File: config.mk
export PLATFORM = sky130hd
export DESIGN_NAME = divsqrt_unit
export DESIGN_NICKNAME = d
export VERILOG_FILES = /design/src/rtl/divsqrt_pkg.sv /design/src/rtl/divsqrt_divider.sv /design/src/rtl/divsqrt_isqrt.sv /design/src/rtl/divsqrt_unit.sv
export SDC_FILE = /design/constraint.sdc
export NUM_CORES = 1
export LEC_CHECK = 0
export BUFFER_PORTS_ARGS = -buffer_cell sky130_fd_sc_hd__buf_2
export CAP_MARGIN = 40
export CELL_PAD_IN_SITES_DETAIL_PLACEMENT = 2
export CELL_PAD_IN_SITES_GLOBAL_PLACEMENT = 2
export CORE_MARGIN = 3
export CORE_UTILIZATION = 34
export DETAILED_ROUTE_END_ITERATION = 16
export GPL_ROUTABILITY_DRIVEN = 0
export GPL_TIMING_DRIVEN = 1
export HOLD_SLACK_MARGIN = 0.03
export PLACE_DENSITY = 0.86
export SYNTH_ARGS = -nofsm -noshare
export SYNTH_HDL_FRONTEND = slang
export SYNTH_SLANG_ARGS = --single-unit
export TNS_END_PERCENT = 20
File: constraint.sdc
create_clock -name clk -period 4.5 [get_ports clk]
set_input_delay 0.675 -clock clk [delete_from_list [all_inputs] [get_ports clk]]
set_output_delay 0.675 -clock clk [all_outputs]
set_load 0.02 [all_outputs]
File: src/rtl/divsqrt_pkg.sv
// Shared definitions for the divide/square-root unit: register indices,
// control-bit positions and the result source selector.
package divsqrt_pkg;
    localparam int unsigned ADDR_W = 3;

    typedef enum logic [ADDR_W-1:0] {
        REG_CTRL     = 3'd0,
        REG_DIVIDEND = 3'd1,
        REG_DIVISOR  = 3'd2,
        REG_RADICAND = 3'd3,
        REG_RESULT   = 3'd4
    } reg_addr_e;

    // Control register bit positions
    localparam int CB_GO      = 0;
    localparam int CB_UNSIGN  = 1;
    localparam int CB_REMSEL  = 2;
    localparam int CB_DZTRAP  = 3;
    localparam int CB_DEFER   = 4;
    localparam int CB_DZFLAG  = 5;
    localparam int CB_ST_LO   = 29;   // status: [29] root, [30] divide, [31] busy

    typedef enum logic [1:0] {
        SRC_NONE = 2'd0,
        SRC_QUO  = 2'd1,
        SRC_REM  = 2'd2,
        SRC_ROOT = 2'd3
    } res_src_e;
endpackage

File: src/rtl/divsqrt_divider.sv
// Restoring shift-subtract divider. On start (when idle) it takes both operands,
// converts them to magnitudes if signed, and runs W iterations, one per cycle.
// After the last iteration it applies the signs: the quotient is negated when the
// operand signs differ, and the remainder takes the dividend's sign.
// Assumes: the divisor is nonzero (the caller handles zero), and start is ignored while busy.
module divsqrt_divider #(
    parameter int W = 32
) (
    input  logic         clk,
    input  logic         rst_n,
    input  logic         start,
    input  logic         is_signed,
    input  logic [W-1:0] dividend,
    input  logic [W-1:0] divisor,
    output logic         busy,
    output logic [W-1:0] quotient,
    output logic [W-1:0] remainder
);
    localparam int CW = $clog2(W);

    logic [W-1:0]  quo_q, rem_q, dvs_q;
    logic [CW-1:0] cnt_q;
    logic          negq_q, negr_q;
    logic          dvd_neg, dvs_neg;
    logic [W-1:0]  dvd_mag, dvs_mag;
    logic [W:0]    shifted, diff;
    logic          take;
    logic [W-1:0]  rem_nxt, quo_nxt;

    // Operand magnitudes and the next restoring step.
    always_comb begin
        dvd_neg = is_signed & dividend[W-1];
        dvs_neg = is_signed & divisor[W-1];
        dvd_mag = dvd_neg ? (~dividend + 1'b1) : dividend;
        dvs_mag = dvs_neg ? (~divisor + 1'b1) : divisor;
        shifted = {rem_q, quo_q[W-1]};
        diff    = shifted - {1'b0, dvs_q};
        take    = ~diff[W];
        rem_nxt = take ? diff[W-1:0] : shifted[W-1:0];
        quo_nxt = {quo_q[W-2:0], take};
    end

    // Iteration state, and result capture on the final step.
    always_ff @(posedge clk) begin
        if (!rst_n) begin
            busy      <= 1'b0;
            quo_q     <= '0;
            rem_q     <= '0;
            dvs_q     <= '0;
            cnt_q     <= '0;
            negq_q    <= 1'b0;
            negr_q    <= 1'b0;
            quotient  <= '0;
            remainder <= '0;
        end else if (start && !busy) begin
            busy   <= 1'b1;
            quo_q  <= dvd_mag;
            rem_q  <= '0;
            dvs_q  <= dvs_mag;
            cnt_q  <= '0;
            negq_q <= dvd_neg ^ dvs_neg;
            negr_q <= dvd_neg;
        end else if (busy) begin
            quo_q <= quo_nxt;
            rem_q <= rem_nxt;
            cnt_q <= cnt_q + 1'b1;
            if (cnt_q == CW'(W-1)) begin
                busy      <= 1'b0;
                quotient  <= negq_q ? (~quo_nxt + 1'b1) : quo_nxt;
                remainder <= negr_q ? (~rem_nxt + 1'b1) : rem_nxt;
            end
        end
    end
endmodule

File: src/rtl/divsqrt_isqrt.sv
// Digit-by-digit integer square root. It consumes two radicand bits per cycle
// over W/2 cycles and produces floor(sqrt(radicand)) on a W/2-bit root.
// Assumes: W is even, and start is ignored while busy.
module divsqrt_isqrt #(
    parameter int W = 32
) (
    input  logic           clk,
    input  logic           rst_n,
    input  logic           start,
    input  logic [W-1:0]   radicand,
    output logic           busy,
    output logic [W/2-1:0] root
);
    localparam int RW = W / 2;
    localparam int CW = $clog2(RW);

    logic [W-1:0]    rad_q;
    logic [RW+1:0]   rem_q;
    logic [RW-1:0]   root_q;
    logic [CW-1:0]   cnt_q;
    logic [RW+3:0]   rem_t, trial, sub;
    logic            ge;
    logic [RW+1:0]   rem_nxt;
    logic [RW-1:0]   root_nxt;

    // One root digit: bring down a bit pair and try subtracting (4*root + 1).
    always_comb begin
        rem_t    = {rem_q, rad_q[W-1:W-2]};
        trial    = {2'b00, root_q, 2'b01};
        ge       = (rem_t >= trial);
        sub      = rem_t - trial;
        rem_nxt  = ge ? sub[RW+1:0] : rem_t[RW+1:0];
        root_nxt = {root_q[RW-2:0], ge};
    end

    // Iteration state, and root capture on the final digit.
    always_ff @(posedge clk) begin
        if (!rst_n) begin
            busy   <= 1'b0;
            rad_q  <= '0;
            rem_q  <= '0;
            root_q <= '0;
            cnt_q  <= '0;
            root   <= '0;
        end else if (start && !busy) begin
            busy   <= 1'b1;
            rad_q  <= radicand;
            rem_q  <= '0;
            root_q <= '0;
            cnt_q  <= '0;
        end else if (busy) begin
            rad_q  <= {rad_q[W-3:0], 2'b00};
            rem_q  <= rem_nxt;
            root_q <= root_nxt;
            cnt_q  <= cnt_q + 1'b1;
            if (cnt_q == CW'(RW-1)) begin
                busy <= 1'b0;
                root <= root_nxt;
            end
        end
    end
endmodule

File: src/rtl/divsqrt_unit.sv
// Register front end of the divide/square-root unit. It holds the operand and
// control registers, decodes the two division start modes and the square-root
// start, handles a zero divisor without running the divider, and forms the read
// data, the packed status code and the result-read error.
// Assumes: one request per cycle, reads have no side effects, and every write
// is dropped while either engine is busy.
module divsqrt_unit
    import divsqrt_pkg::*;
#(
    parameter int DATA_W = 32
) (
    input  logic              clk,
    input  logic              rst_n,
    input  logic              req_valid,
    input  logic              req_write,
    input  logic [ADDR_W-1:0] req_addr,
    input  logic [DATA_W-1:0] req_wdata,
    output logic              req_ready,
    output logic [DATA_W-1:0] rsp_rdata,
    output logic              rsp_error
);
    localparam int RW = DATA_W / 2;

    logic              uns_q, remsel_q, trap_q, defer_q, dz_q;
    logic              op_root_q, op_div_q;
    logic [DATA_W-1:0] dvd_q, dvs_q, rad_q;
    res_src_e          src_q;

    logic              div_busy, root_busy, busy;
    logic [DATA_W-1:0] div_quo, div_rem;
    logic [RW-1:0]     root_val;

    logic              wr, div_go, div_zero, root_go, go_signed, go_remsel;
    logic [DATA_W-1:0] go_divisor, result_val, ctrl_val;
    logic [2:0]        status;

    assign req_ready = 1'b1;
    assign busy      = div_busy | root_busy;
    assign status    = {busy, op_div_q, op_root_q};

    // Start decode for both division modes and for the square root.
    always_comb begin
        wr         = req_valid & req_write & ~busy;
        div_go     = 1'b0;
        go_divisor = dvs_q;
        go_signed  = ~uns_q;
        go_remsel  = remsel_q;
        if (wr && req_addr == REG_DIVISOR && !defer_q) begin
            div_go     = 1'b1;
            go_divisor = req_wdata;
        end
        if (wr && req_addr == REG_CTRL && req_wdata[CB_GO] && req_wdata[CB_DEFER]) begin
            div_go    = 1'b1;
            go_signed = ~req_wdata[CB_UNSIGN];
            go_remsel = req_wdata[CB_REMSEL];
        end
        div_zero = (go_divisor == '0);
        root_go  = wr & (req_addr == REG_RADICAND);
    end

    divsqrt_divider #(.W(DATA_W)) u_div (
        .clk       (clk),
        .rst_n     (rst_n),
        .start     (div_go & ~div_zero),
        .is_signed (go_signed),
        .dividend  (dvd_q),
        .divisor   (go_divisor),
        .busy      (div_busy),
        .quotient  (div_quo),
        .remainder (div_rem)
    );

    divsqrt_isqrt #(.W(DATA_W)) u_root (
        .clk      (clk),
        .rst_n    (rst_n),
        .start    (root_go),
        .radicand (rad_q_next_sel(req_wdata)),
        .busy     (root_busy),
        .root     (root_val)
    );

    // The radicand goes straight from the write data into the engine.
    function automatic logic [DATA_W-1:0] rad_q_next_sel(input logic [DATA_W-1:0] d);
        return d;
    endfunction

    // Register writes, operation bookkeeping and the divide-by-zero flag.
    always_ff @(posedge clk) begin
        if (!rst_n) begin
            uns_q     <= 1'b0;
            remsel_q  <= 1'b0;
            trap_q    <= 1'b0;
            defer_q   <= 1'b0;
            dz_q      <= 1'b0;
            op_root_q <= 1'b0;
            op_div_q  <= 1'b0;
            dvd_q     <= '0;
            dvs_q     <= '0;
            rad_q     <= '0;
            src_q     <= SRC_NONE;
        end else begin
            if (wr) begin
                case (req_addr)
                    REG_CTRL: begin
                        uns_q    <= req_wdata[CB_UNSIGN];
                        remsel_q <= req_wdata[CB_REMSEL];
                        trap_q   <= req_wdata[CB_DZTRAP];
                        defer_q  <= req_wdata[CB_DEFER];
                    end
                    REG_DIVIDEND: dvd_q <= req_wdata;
                    REG_DIVISOR:  dvs_q <= req_wdata;
                    REG_RADICAND: rad_q <= req_wdata;
                    default: ;
                endcase
            end
            if (div_go) begin
                op_div_q  <= 1'b1;
                op_root_q <= 1'b0;
                dz_q      <= div_zero;
                src_q     <= div_zero ? SRC_NONE : (go_remsel ? SRC_REM : SRC_QUO);
            end
            if (root_go) begin
                op_div_q  <= 1'b0;
                op_root_q <= 1'b1;
                dz_q      <= 1'b0;
                src_q     <= SRC_ROOT;
            end
        end
    end

    // Result register view: selects the engine output recorded at start.
    always_comb begin
        case (src_q)
            SRC_QUO:  result_val = div_quo;
            SRC_REM:  result_val = div_rem;
            SRC_ROOT: result_val = {{(DATA_W-RW){1'b0}}, root_val};
            default:  result_val = '0;
        endcase
    end

    // Control/status read image.
    always_comb begin
        ctrl_val                      = '0;
        ctrl_val[CB_UNSIGN]           = uns_q;
        ctrl_val[CB_REMSEL]           = remsel_q;
        ctrl_val[CB_DZTRAP]           = trap_q;
        ctrl_val[CB_DEFER]            = defer_q;
        ctrl_val[CB_DZFLAG]           = dz_q;
        ctrl_val[CB_ST_LO+2:CB_ST_LO] = status;
    end

    // Read data and the trapped result-read error.
    always_comb begin
        rsp_error = req_valid & ~req_write & (req_addr == REG_RESULT) & dz_q & trap_q;
        rsp_rdata = '0;
        if (req_valid && !req_write && !rsp_error) begin
            case (req_addr)
                REG_CTRL:     rsp_rdata = ctrl_val;
                REG_DIVIDEND: rsp_rdata = dvd_q;
                REG_DIVISOR:  rsp_rdata = dvs_q;
                REG_RADICAND: rsp_rdata = rad_q;
                REG_RESULT:   rsp_rdata = result_val;
                default:      rsp_rdata = '0;
            endcase
        end
    end
endmodule

==> impl_metrics.env, run 1 <==
export IMPL_drt_pass1_iterations=6
export IMPL_path_cells="inv_1 > ha_4 > and2_4 > or3b_4 > o32a_4 > a21oi_2 > o211a_4 > inv_4 > buf_12 > nand2_1 > o21ai_1 > inv_2 > ha_4 > a21boi_4 > o2111ai_1 > o21ai_1 > xor2_1 > nand2_1 > a21oi_1"
export IMPL_die_w_um=256
export IMPL_sequential_area_share_after_synthesis_pct=33.9
export IMPL_timing_critical_path_slowest_cell_delay_ns=0.42
export IMPL_power_leakage_nw=8.91
export IMPL_synthDistinctLibCells=94
export IMPL_synth_ff_type="sky130_fd_sc_hd__dfxtp_1"
export IMPL_route_vias_total=24500
export IMPL_rr_startpoint="u_div.dvs_q[8]"
export IMPL_drc_errors=0
export IMPL_critical_path_endpoint_type="register"
export IMPL_boundaryPins=73
export IMPL_final_design_area_no_fill_um2=24800
export IMPL_worst_ir_drop_vdd_v=0.000342
export IMPL_critical_path_required_ns=4.98
export IMPL_finalCritPeriodShare_pct=111
export IMPL_combinational_family_with_the_most_area_after_synthesis="compound AO/OA/AOI/OAI gates"
export IMPL_setup_repair_after_global_routing_missed_its_margin="true"
export IMPL_async_reset_ff_share_pct=0
export IMPL_synth_compound_area_share_pct=23.2
export IMPL_achievable_frequency_mhz=201
export IMPL_cp_start_kind="register"
export IMPL_antenna_left=0
export IMPL_cts_buffers_inserted=42
export IMPL_dieHeight_um=256
export IMPL_first_global_vias=25800
export IMPL_finalSetupViolCount=43
export IMPL_worst_hold_path_type="in -> reg"
export IMPL_synth_net_count=2842
export IMPL_layout_filler_cells=6811
export IMPL_totalNegativeSetupSlack_ns=-6.22
export IMPL_synth_area_um2=21300
export IMPL_dp_hpwl_um=66900
export IMPL_criticalPathCategory="reg -> reg"
export IMPL_worstPathMaxFanout=15
export IMPL_holdBufCountCts=0
export IMPL_multi_input_area_um2=13500
export IMPL_cts_sinks=360
export IMPL_worst_slew_pin_transition_ns=1.06
export IMPL_seqCellArea_um2=7230
export IMPL_report_final_slew_viol_count=0
export IMPL_ctsHtreeMaxLevel=2
export IMPL_initialDrtViolationCount=2818
export IMPL_floorplan_die_area_um2=65600
export IMPL_grt_util_all_layers_pct=33.7
export IMPL_initial_core_util_pct=34.4
export IMPL_avgViaCountPerCell=6.73
export IMPL_synthesis_yosys_warnings=0
export IMPL_synthAdderAreaFrac_pct=3.45
export IMPL_fin_skew_ns=0.0400
export IMPL_synth_simple_gate_area_share_pct=20.7
export IMPL_post_synth_inst_count=2745
export IMPL_post_synth_xor_area_fraction_pct=6.26
export IMPL_arrival_ns=5.46
export IMPL_timing_max_slew_rel_slack_pct=29.6
export IMPL_cts_root_to_sink_buffers=3
export IMPL_largest_net_degree_at_the_start_of_global_routing=138
export IMPL_cts_tree="built"
export IMPL_clock_pin_slew_on_the_worst_setup_and_hold_paths_ns=0.07
export IMPL_worst_skew_pair_late_latency_ns=0.61
export IMPL_drive_gt1_share_pct=15.1
export IMPL_global_route_wire_length_before_repair_um=173000
export IMPL_number_of_antenna_violations_at_the_first_check_in_global_routing=11
export IMPL_syn_area_per_cell_um2=7.75
export IMPL_number_of_synthesized_register_bits=360
export IMPL_maxCapViolations=0
export IMPL_post_route_min_period_ns=4.98
export IMPL_worstSetupStartpoint="u_div.dvs_q[8]"
export IMPL_global_route_overflow_total=0
export IMPL_core_area_um2=61800
export IMPL_worst_slack_ns=-0.484
export IMPL_power_density_nw_per_um2=412
export IMPL_critical_path_top_delay_family="compound AO/OA/AOI/OAI gates"
export IMPL_clock_tree_root_cell="sky130_fd_sc_hd__clkbuf_16"
export IMPL_critical_path_slowest_cell="sky130_fd_sc_hd__o32a_4"
export IMPL_synthToLayoutAreaGrowth_pct=16.6
export IMPL_port_buffers=71
export IMPL_post_detailed_placement_cell_area_um2=22700
export IMPL_synth_enable_flop_cells=0
export IMPL_detail_route_wirelength_um=126000
export IMPL_num_nets_final=2868
export IMPL_hold_path_startpoint="req_wdata[19]"
export IMPL_critical_path_n_buffers_inverters=4
export IMPL_wl_per_cell_um=34.7
export IMPL_hold_viol=0
export IMPL_synth_mux_area_share_pct=7.16
export IMPL_fin_util_pct=40.1
export IMPL_failed_checks="negative setup slack"
export IMPL_rows=91
export IMPL_outcome="finished, violations left"
stage by stage:
stage               std cells  setup slack [ns]  hold WS (ns)  total power, mW
floorplan                2745           -0.0407         0.423             4.79
global placement         3538             0.178         0.444             5.47
detailed placement       3541            -0.193         0.455             5.59
CTS                      3622           0.00170         0.364             9.53
global route             3639            -0.450         0.372             10.4
finish                   3640            -0.484         0.382             10.2
layer usage:
layer | track usage [%] | vias to the layer above | wire length [um]
met1 | 37.7 | 12300 | 44800
li1 | - | 9743 | -
met5 | 0 | - | 93
met4 | 21.6 | 16 | 11600
met3 | 7.61 | 771 | 11400
met2 | 57.9 | 1701 | 58500
power breakdown:
part	switching, mW	total, mW	internal (mW)
registers	0.0665	3.29	3.22
clock network	1.73	3.90	2.17
logic	2.01	3.03	1.02
registers in the layout, summed over array words and instances, names as in the netlist, 4 cells and up:
register	flops
u_root.cnt_q	4
u_root.rem_q	18
u_div.cnt_q	5
u_div.dvs_q	32
u_div.remainder	32
u_root.root	16
u_root.rad_q	32
u_div.quo_q	32
u_div.rem_q	32
dvd_q	32
dvs_q	32
u_root.root_q	16
rad_q	32
u_div.quotient	32
cell families (layout without fill, tap and decap cells):
group                    after synthesis  in the layout
buffers and inverters                283            340
AND/OR/NAND/NOR                      990            990
adder cells (fa/ha/maj)               58             58
AO/OA/AOI/OAI                        764            764
XOR/XNOR                             152            152
other                                  1              2
flip-flops                           360            360
multiplexers                         137            137
synthesized netlist by cell type (all sizes together), types with 16 or more instances:
library cell	n	area share, %
nand2	490	8.7
dfxtp	360	34
a21oi	274	6.5
nor2	236	4.2
clkbuf	154	2.7
mux2i	89	4.2
o21ai	88	2.1
xnor2	82	3.4
inv	80	1.4
a211oi	71	2.6
xor2	70	2.9
a31oi	60	1.8
a22oi	58	2.0
ha	57	3.4
nor3	49	1.2
buf	48	1.1
and2	47	1.4
mux2	41	2.2
o22ai	36	1.1
o31ai	27	1.0
nand3	26	0.61
nor2b	22	0.65
o221ai	21	0.86
o21a	20	0.71
or3	20	0.64
nand2b	18	0.53
a21o	17	0.60
o41ai	16	0.80
layout by cell type, fill, tap and decap left out, types with 11 or more instances in the layout:
| master | netlist | routed |
|---|---|---|
| sky130_fd_sc_hd__clkbuf_16 | 0 | 44 |
| sky130_fd_sc_hd__buf_4 | 2 | 101 |
| sky130_fd_sc_hd__nand2_1 | 489 | 486 |
| sky130_fd_sc_hd__clkbuf_1 | 154 | 12 |
| sky130_fd_sc_hd__nand4_1 | 14 | 14 |
| sky130_fd_sc_hd__a21oi_1 | 272 | 265 |
| sky130_fd_sc_hd__inv_1 | 77 | 72 |
| sky130_fd_sc_hd__nor4_1 | 14 | 14 |
| sky130_fd_sc_hd__and2_1 | 44 | 43 |
| sky130_fd_sc_hd__xnor2_1 | 82 | 79 |
| sky130_fd_sc_hd__o21ai_1 | 9 | 11 |
| sky130_fd_sc_hd__dfxtp_1 | 360 | 349 |
| sky130_fd_sc_hd__or3_1 | 18 | 17 |
| sky130_fd_sc_hd__mux2i_1 | 88 | 84 |
| sky130_fd_sc_hd__a211oi_1 | 69 | 66 |
| sky130_fd_sc_hd__a22oi_1 | 58 | 58 |
| sky130_fd_sc_hd__o21ai_0 | 79 | 73 |
| sky130_fd_sc_hd__and3_1 | 14 | 14 |
| sky130_fd_sc_hd__nor3_1 | 48 | 48 |
| sky130_fd_sc_hd__nand2b_1 | 18 | 17 |
| sky130_fd_sc_hd__a21o_1 | 17 | 17 |
| sky130_fd_sc_hd__a31oi_1 | 59 | 57 |
| sky130_fd_sc_hd__o31ai_1 | 24 | 21 |
| sky130_fd_sc_hd__ha_1 | 57 | 41 |
| sky130_fd_sc_hd__nor2_1 | 236 | 234 |
| sky130_fd_sc_hd__o22ai_1 | 36 | 36 |
| sky130_fd_sc_hd__nor2b_1 | 22 | 19 |
| sky130_fd_sc_hd__o221ai_1 | 21 | 21 |
| sky130_fd_sc_hd__ha_4 | 0 | 11 |
| sky130_fd_sc_hd__nand3_1 | 26 | 26 |
| sky130_fd_sc_hd__mux2_2 | 41 | 41 |
| sky130_fd_sc_hd__o21a_1 | 20 | 20 |
| sky130_fd_sc_hd__xor2_1 | 70 | 67 |
| sky130_fd_sc_hd__buf_2 | 26 | 71 |
worst reg2reg max path: cells and delay by family, from the launching register on:
| kind | cells | cell delay, ns |
|---|---|---|
| xor+xnor | 1 | 0.23 |
| buf+inv | 4 | 0.54 |
| simple gates | 4 | 0.86 |
| flops | 1 | 0.40 |
| compound gates | 8 | 2.34 |
| fa+ha+maj | 2 | 0.50 |
worst paths after layout:
path	to	slack (ns)	cells after the start
setup / recovery	u_div.remainder[18]	-0.48	19
hold / removal	dvs_q[19]	0.38	3
setup reg to reg	u_div.remainder[18]	-0.48	19
hold reg to reg	u_div.dvs_q[20]	0.45	2
cell type report:
cell class | count | share of cell area (%)
tap | 837 | 4.22
multi-input combinational | 2102 | 54.3
clock inverter | 13 | 0.817
timing repair buffer | 184 | 5.37
clock buffer | 62 | 4.91
antenna | 1 | 0.0101
sequential | 360 | 29.1
inverter | 81 | 1.28
timing repair:
action | 4_1_cts | 5_1_grt
gates resized for setup | 24 | 82
buffers inserted | 6 | 16
endpoints found under the setup margin | 22 | 53
pin swaps | 4 | 16
gates cloned | 0 | 1
No activity file was read; power rests on OpenSTA's default activity.
==> run 2: changes to the inputs <==
--- a/config.mk
+++ b/config.mk
@@ -13,7 +13,7 @@
 export CORE_UTILIZATION = 34
 export DETAILED_ROUTE_END_ITERATION = 16
 export GPL_ROUTABILITY_DRIVEN = 0
-export GPL_TIMING_DRIVEN = 1
+export GPL_TIMING_DRIVEN = 0
 export HOLD_SLACK_MARGIN = 0.03
 export PLACE_DENSITY = 0.86
 export SYNTH_ARGS = -nofsm -noshare
==> run 2 against run 1 <==
Compared with the run above: the run still ends with negative setup slack left; total power rose by 2.0%; clock power shrank 2%; register-to-register slack got worse by 0.17 ns; cell area rose by 3.5%; worst hold slack improved by 0.0034 ns; combinational power increased by 8.6%; sequential cell count unchanged; sequential share of layout area fell by 0.88 points; clock skew increased by 0.0066 ns; via count increased by 7.5%; sequential power hardly changed; core utilization is 1.4 points higher; critical path type unchanged; largest cell class unchanged; highest routed layer unchanged.
==> impl_metrics.env, run 2 (same netlist as run 1, synthesis figures left out) <==
export IMPL_outcome="finished, violations left"
export IMPL_failed_checks="negative setup slack"
export IMPL_clock_pin_slew_on_the_worst_setup_and_hold_paths_ns=0.08
export IMPL_num_nets_final=3026
export IMPL_holdBufCountCts=0
export IMPL_dp_cells=3657
export IMPL_cts_tree="built"
export IMPL_floorplan_die_area_um2=65600
export IMPL_worst_skew_pair_late_latency_ns=0.63
export IMPL_power_mw=10.4
export IMPL_first_global_vias=26700
export IMPL_wl_per_cell_um=37.1
export IMPL_worstSetupStartpoint="u_div.dvs_q[2]"
export IMPL_largest_net_degree_at_the_start_of_global_routing=15
export IMPL_final_cell_mix="sky130_fd_sc_hd__nand2_1 (487), sky130_fd_sc_hd__dfxtp_1 (338), sky130_fd_sc_hd__a21oi_1 (267), sky130_fd_sc_hd__nor2_1 (233), sky130_fd_sc_hd__clkbuf_1 (142)"
export IMPL_drc_errors=0
export IMPL_finalSetupViolCount=141
export IMPL_worst_slack_ns=-0.650
export IMPL_avgViaCountPerCell=6.92
export IMPL_fin_util_pct=41.5
export IMPL_finalCritPeriodShare_pct=114
export IMPL_power_density_nw_per_um2=406
export IMPL_global_route_overflow_total=0
export IMPL_route_vias_total=26300
export IMPL_initial_core_util_pct=34.4
export IMPL_instances_no_fill=3801
export IMPL_die_w_um=256
export IMPL_dieHeight_um=256
export IMPL_cp_start_kind="register"
export IMPL_critical_path_n_buffers_inverters=3
export IMPL_post_route_min_period_ns=5.15
export IMPL_worstPathMaxFanout=6
export IMPL_cts_root_to_sink_buffers=3
export IMPL_setup_repair_after_global_routing_missed_its_margin="true"
export IMPL_report_final_slew_viol_count=0
export IMPL_synthToLayoutAreaGrowth_pct=20.6
export IMPL_grt_util_all_layers_pct=35.0
export IMPL_path_cells="inv_1 > ha_4 > a211oi_4 > o211a_4 > buf_4 > buf_4 > o32ai_2 > a22o_1 > nor3_1 > a2111oi_0 > a21oi_2 > o21ai_2 > nand4bb_1 > o21ai_0 > xor2_1 > a211oi_1"
export IMPL_core_area_um2=61800
export IMPL_timing_max_slew_rel_slack_pct=19.5
export IMPL_arrival_ns=5.61
export IMPL_drt_pass1_iterations=6
export IMPL_antenna_left=0
export IMPL_critical_path_slowest_cell="sky130_fd_sc_hd__xor2_1"
export IMPL_worst_slew_pin_transition_ns=1.21
export IMPL_cts_buffers_inserted=40
export IMPL_critical_path_endpoint_type="register"
export IMPL_fin_worst_hold_slack_ns=0.385
export IMPL_clock_tree_root_cell="sky130_fd_sc_hd__clkbuf_16"
export IMPL_global_route_wire_length_before_repair_um=177000
export IMPL_criticalPathCategory="reg -> reg"
export IMPL_final_design_area_no_fill_um2=25700
export IMPL_boundaryPins=73
export IMPL_worst_hold_path_type="in -> reg"
export IMPL_critical_path_required_ns=4.96
export IMPL_dp_hpwl_um=78000
export IMPL_number_of_antenna_violations_at_the_first_check_in_global_routing=15
export IMPL_post_detailed_placement_cell_area_um2=22700
export IMPL_critical_path_top_delay_family="compound AO/OA/AOI/OAI gates"
export IMPL_worst_ir_drop_vdd_v=0.000288
export IMPL_maxCapViolations=0
export IMPL_totalNegativeSetupSlack_ns=-23.36
export IMPL_detail_route_wirelength_um=141000
export IMPL_initialDrtViolationCount=3305
export IMPL_layout_commonest_cell="sky130_fd_sc_hd__nand2_1"
export IMPL_hold_viol=0
export IMPL_rr_startpoint="u_div.dvs_q[2]"
export IMPL_port_buffers=69
export IMPL_achievable_frequency_mhz=194
export IMPL_path_common_cell="sky130_fd_sc_hd__buf_4"
export IMPL_fin_skew_ns=0.0466
export IMPL_preCtsSetupSlack_ns=-2.36
export IMPL_timing_critical_path_slowest_cell_delay_ns=0.65
export IMPL_cts_sinks=360
export IMPL_rows=91
export IMPL_ctsHtreeMaxLevel=2
export IMPL_drive_gt1_share_pct=15.7
export IMPL_power_leakage_nw=9.20
export IMPL_hold_path_startpoint="req_wdata[31]"
==> run 2: changes by cell type in the layout (fill, tap and decap cells not counted), moves of 5 or more <==
cell	change
sky130_fd_sc_hd__buf_2	+5
sky130_fd_sc_hd__dfxtp_1	-11
sky130_fd_sc_hd__clkbuf_2	+5
sky130_fd_sc_hd__buf_6	+14
sky130_fd_sc_hd__buf_4	-15
sky130_fd_sc_hd__inv_2	+7
sky130_fd_sc_hd__ha_4	+5
sky130_fd_sc_hd__inv_1	-9
sky130_fd_sc_hd__dfxtp_4	+5
sky130_fd_sc_hd__dfxtp_2	+6
sky130_fd_sc_hd__clkbuf_8	+5
sky130_fd_sc_hd__clkbuf_1	+130
sky130_fd_sc_hd__buf_1	+13
==> run 2: layout make-up <==
cell class              count  area [um^2]
clock buffers              57         1180
flip-flops and latches    360         7250
repair buffers            155         1040
plain buffers             189          957
inverters                  81          319
fillers                  6857        36200
well taps                 837         1050
clock inverters            15          245
multi-input cells        2102        13600
diodes                      5         12.5
==> run 2: repair_timing <==
action	in CTS	in global routing
resized for setup	156	96
cloned	1	0
setup endpoints to repair	172	159
pin swaps	22	39
setup buffers	28	50
==> run 2: routing by layer <==
layer	global-route usage, %	wire length, um	share of wire [%]
met5	0	94	0.067
met4	27.4	15800	11
met3	7.37	15600	11
met2	58.2	61900	44
met1	39.0	47700	34
==> run 2: worst paths after layout <==
path                               to  slack (ns)  depth (start not counted)
setup / recovery  u_div.remainder[29]       -0.65                         16
hold / removal              dvd_q[31]        0.39                          3
setup reg to reg  u_div.remainder[29]       -0.65                         16
hold reg to reg       u_div.dvs_q[22]        0.46                          2
==> run 2: power by group <==
part           switching (mW)  total, mW  internal [mW]
clock                    1.66       3.84           2.18
combinational            2.20       3.29           1.09
sequential             0.0693       3.29           3.22
==> run 2: worst reg2reg max path, delay by kind of cell, from the launching register on <==
family	cells	cell delay (ns)
compound gates	9	2.73
xor+xnor	1	0.65
fa+ha+maj	1	0.33
buf+inv	3	0.41
flops	1	0.45
simple gates	2	0.44
